**config.mk**
```make
export PLATFORM = sky130hd
export DESIGN_NAME = cycle_counter64
export DESIGN_NICKNAME = d
export VERILOG_FILES = /design/src/rtl/cycle_counter64.sv
export SDC_FILE = /design/constraint.sdc
export NUM_CORES = 1
export LEC_CHECK = 0
export ABC_CLOCK_PERIOD_IN_PS = 2000
export BUFFER_PORTS_ARGS = -buffer_cell sky130_fd_sc_hd__buf_4
export CORE_MARGIN = 8
export CORE_UTILIZATION = 54
export DETAILED_ROUTE_END_ITERATION = 12
export PLACE_DENSITY = 0.81
export SLEW_MARGIN = 5
export SYNTH_ARGS = -nofsm -noshare
export SYNTH_HDL_FRONTEND = slang
export SYNTH_SLANG_ARGS = --single-unit
```
**constraint.sdc**
```tcl
create_clock -name clk -period 2 [get_ports clk]
set_input_delay 0.1 -clock clk [delete_from_list [all_inputs] [get_ports clk]]
set_output_delay 0.1 -clock clk [all_outputs]
set_load 0.01 [all_outputs]
```
**src/rtl/cycle_counter64.sv**
```systemverilog
module cycle_counter64 #(
  parameter int HALF_W = 32
) (
  input  logic              clk,
  input  logic              rst_n,
  input  logic              pwr_down,
  input  logic              bus_wr,
  input  logic              bus_rd,
  input  logic              bus_addr,
  output logic [HALF_W-1:0] bus_rdata
);
  localparam int CNT_W = 2 * HALF_W;

  logic             run;
  logic [CNT_W-1:0] cnt;
  logic [HALF_W-1:0] shadow;

  wire wr_lo = bus_wr & ~bus_addr;
  wire rd_lo = bus_rd & ~bus_addr;
  wire step  = run & ~pwr_down;

  always_ff @(posedge clk or negedge rst_n) begin
    if (!rst_n) run <= 1'b0;
    else        run <= ~pwr_down & (run | wr_lo);
  end

  always_ff @(posedge clk or negedge rst_n) begin
    if (!rst_n)    cnt <= '0;
    else if (step) cnt <= cnt + 1'b1;
  end

  always_ff @(posedge clk or negedge rst_n) begin
    if (!rst_n)     shadow <= '0;
    else if (rd_lo) shadow <= cnt[CNT_W-1:HALF_W];
  end

  always_ff @(posedge clk or negedge rst_n) begin
    if (!rst_n)      bus_rdata <= '0;
    else if (bus_rd) bus_rdata <= bus_addr ? shadow : cnt[HALF_W-1:0];
  end
endmodule


```
# Word-level counts from Yosys, hierarchy flattened
# Index checks and enable logic that the tools add are counted.
word_totals:
  input_bits: 6
  out_inout_bits: 32
  register_bits: 129
  wordCells: 13
op_classes:
  n_addsub: 1
  muxes: 1
  bitwise_logic: 7
op_table:
  columns: ["cell", "n"]
  rows:
  - ["$add A64 B1 Y64 const B", 1]
  - ["$mux W32", 1]
  - ["$and A1 B1 Y1", 4]
  - ["$not A1 Y1", 2]
  - ["$or A1 B1 Y1", 1]

# Logic depth before layout (Yosys ltp)
logic_depth:
  depth_word: 4
  ltp_mapped: 7
  depth_no_buf: 6

# Worst setup path after synthesis
# OpenSTA, ideal clock, no wires.
synth_path:
  path_type: "reg2reg"
  start: "register cnt[0]"
  end: "register cnt[30]"
  slack_ps: -65
  stages_incl_launch_ff: 8
  setup_time_ps: 123
  synth_period_minus_slack_ps: 2065
  required_time_ps: 1877
  arrival_time_ps: 1942
  cell_sequence: "dfrtp_1 ha_1 nand3b_1 or2_2 buf_6 nor4_1 nand4_1 xnor2_1"
synth_via:
  elab_chain_len: 1
synth_lines:
  columns: ["element", "line", "rtl"]
  rows:
  - ["start: declaration", "15", "logic [CNT_W-1:0] cnt;"]
  - ["start signal: assignment", "29", "else if (step) cnt <= cnt + 1'b1;"]
  - ["$add A64 B1 Y64", "29", null]
# Every way passes these cells.
# A chain may end at the register's enable or synchronous reset.

# Worst setup path in the final report
layout_path:
  start: "register cnt[7]"
  end: "register cnt[50]"
# Same word-level chain as after synthesis.

==> flow_summary_export.csv <==
group,metric,value,unit
floorplanning,die_height,119,um
yosys,netlist_top_cells_area,"dfrtp_1 (57%), mux2_2 (6.1%), mux2i_1 (5.6%), xor2_1 (4.9%), xnor2_1 (4.8%)",
drt,ant_nets,0,
timing,skew,9.08,ps
global_route,grt_max_degree,82,
pwr,pwr-share-comb,7.2,%
cts,clkTransAtPathRegs,60,ps
drt,drtPass1Iterations,5,
pwr,p_leak,3.66,nW
timing,period_share,100,%
floorplanning,die_x,119,um
drt,top_layer_used,"met4",
worst_setup_path,endpoint_kind,"register",
cells_and_area,regArea,3230,um2
placement,portBuffers,37,
drt,vias,4331,
worst_setup_path,ff2ff_setup_slack,-4,ps
timing,worst_slack,-3.66,ps
worst_setup_path,crit_type,"register to register",
drt,drtIter0Drc,283,
pwr,ir_worst_vdd,459,uV
global_route,grt_overflow,0,
floorplanning,dieArea,14100,um2
timing,tightest_slew,523,ps
yosys,syn_inst,499,
drt,wire_per_inst,18.9,um
yosys,yosysWarnings,0,
cells_and_area,syn_to_final_growth,29.5,%
cells_and_area,final_common_cell,"dfrtp_1",
worst_setup_path,arrival,2440,ps
drt,route.met2.wl,7020,um
yosys,synth_cell_type_count,37,
pwr,switchingPower,1.48,mW
worst_setup_path,start_kind,"register",
timing,max_freq,499,MHz
yosys,postSynthRegisterBits,129,
floorplanning,start_util,55.4,%
global_route,antenna_found_initial,0,
cts,clock_path_buffers,2,
cts,cts_buffers,17,
pwr,finalPower,6.78,mW
yosys,yosysTopAreaCell,"dfrtp_1",
pwr,internal-power,5.30,mW
cells_and_area,most-common-layout-cells,"dfrtp_1 (129), buf_4 (92), nor2_1 (55), a21oi_1 (33)",
cells_and_area,final_net_count,610,
timing,setup_tns,-3.66,ps
pwr,switching_share,21.9,%
global_route,grt_pass1_vias,4556,
global_route,grt_pass1_wl,23500,um
floorplanning,io-pin-count,38,
job,max_cap_viol_count,0,
status,failed_checks,"negative setup slack",
yosys,synth_nets,506,
drt,wirelength,14200,um
drt,m1WireLength,6070,um
cells_and_area,multi_input_area,2460,um2
cts,cts_max_level,4,
pwr,power.share.clock,51.6,%
hold_path,hold_class,"input port to async pin",
cts,cts_root_buf,"clkbuf_8",
floorplanning,core,10300,um2
placement,dp_hpwl,9080,um
timing,finalHoldViolCount,0,
drt,drc,0,
pwr,power.density,919,nW/um2
timing,slew-limit-headroom,65.1,%
cts,cts.sinks,129,
drt,vias_per_cell,5.76,
pwr,seqPwrFrac,41.2,%
yosys,synthesis.area,5700,um2
drt,wl_met3,770,um
yosys,ys_seq_area_share,56.7,%
timing,finalSetupViolations,1,
cells_and_area,fillers,688,
floorplanning,rows,37,
timing,period_minus_slack,2000,ps
cells_and_area,antenna_cells,0,
yosys,yosysTopAreaCellShare,56.7,%
global_route,grt_usage,20.8,%
timing,maxSlewViolCount,0,
worst_setup_path,crit_fanout,8,
placement,gp_congestion,0.940,
timing,grt_setup_unrepaired,"true",
worst_setup_path,worst_ep_required_time,2440,ps
yosys,syn_area_per_cell,11.4,um2
cts,cts_tree,"yes",
cells_and_area,drive_gt1_share,29.2,%
cts,insertion_delay,530,ps
status,outcome,"complete, but fails checks",
==> synthesized netlist by cell type, drive strengths merged <==
library cell / n
buf: 4
xor2: 32
dfrtp: 129
nor4: 11
nor4bb: 1
a21oi: 33
nand4: 21
and3: 8
nand4b: 1
mux2i: 32
o21ai: 2
nand2: 30
or2: 1
or4: 3
nor2b: 2
nand3b: 1
xnor2: 31
nor2: 55
nor3b: 1
ha: 1
nor4b: 2
nand3: 24
or3: 1
mux2: 31
and4: 1
nor3: 18
nand2b: 1
inv: 9
and2: 1
clkbuf: 12
==> kinds of logic after synthesis <==
| logic type | count (synthesis) | synth area share (%) |
|---|---|---|
| muxes | 63 | 11.8 |
| buffers and inverters | 25 | 1.85 |
| adders and majority gates | 1 | 0.220 |
| AOI/OAI and AO/OA | 35 | 3.08 |
| and+or+nand+nor | 183 | 16.7 |
| xor gates and xnor gates | 63 | 9.69 |
| DFF | 129 | 56.7 |
==> what timing repair did <==
item | CTS | global route
pin swaps | 0 | 11
setup endpoints to repair | 10 | 24
hold buffers | 5 | 0
endpoints found under the hold margin | 146 | 0
setup buffers | 0 | 10
resized for setup | 6 | 12
==> state kept, by name, indices dropped and copies added, names as in the netlist <==
name	flops
cnt	64
bus_rdata	32
shadow	32
run	1
==> area by class of cell <==
cell class              count  area share (%)
well taps                 136            2.31
clock buffers              20            6.04
flip-flops and latches    129            43.8
multi-input cells         345            33.3
clock inverters            12            3.12
repair buffers            101            11.0
inverters                   9           0.458
==> metal layers <==
metal  track usage [%]  vias to the layer above
li1                  -                     1958
met1              26.0                     2180
met2              32.9                      159
met3              6.09                       34
met4              9.25                        0
met5                 0                        -
==> per-stage QoR <==
stage	hold WS, ps	std cells	util (%)	area [um2]	setup slack [ps]
finish	175	752	71.8	7380	-3.66
global route	215	752	71.8	7380	-79.8
CTS	182	742	70.4	7230	-4.36
detailed placement	-57.1	705	63.1	6480	-92.7
global placement	-58.5	705	63.1	6480	-2.58
floorplan	-196	499	-	5700	16.0
==> worst paths after layout <==
check,from,end,depth (start not counted)
max in group asynchronous,rst_n,bus_rdata[27],3
min in group clk,bus_addr,bus_rdata[19],4
max,cnt[7],cnt[50],6
max reg2reg,cnt[7],cnt[50],6
min,rst_n,bus_rdata[4],3
min reg2reg,shadow[15],shadow[15],2
==> power by group through the flow <==
stage	combinational, mW	sequential [mW]	clock, mW
floorplan	0.185	2.86	0
global placement	0.471	2.83	0
detailed placement	0.479	2.84	0
CTS	0.492	2.79	3.53
global route	0.542	2.80	3.67
finish	0.487	2.79	3.50
==> worst max-delay path, stage by stage (launching register included) <==
cell and delay [ps]:
dfrtp_1 380, nand4_1 230, or4_4 510, nor4b_4 280, buf_6 170, nand4_1 120, xnor2_1 220
(Power assumes the default switching activity.)
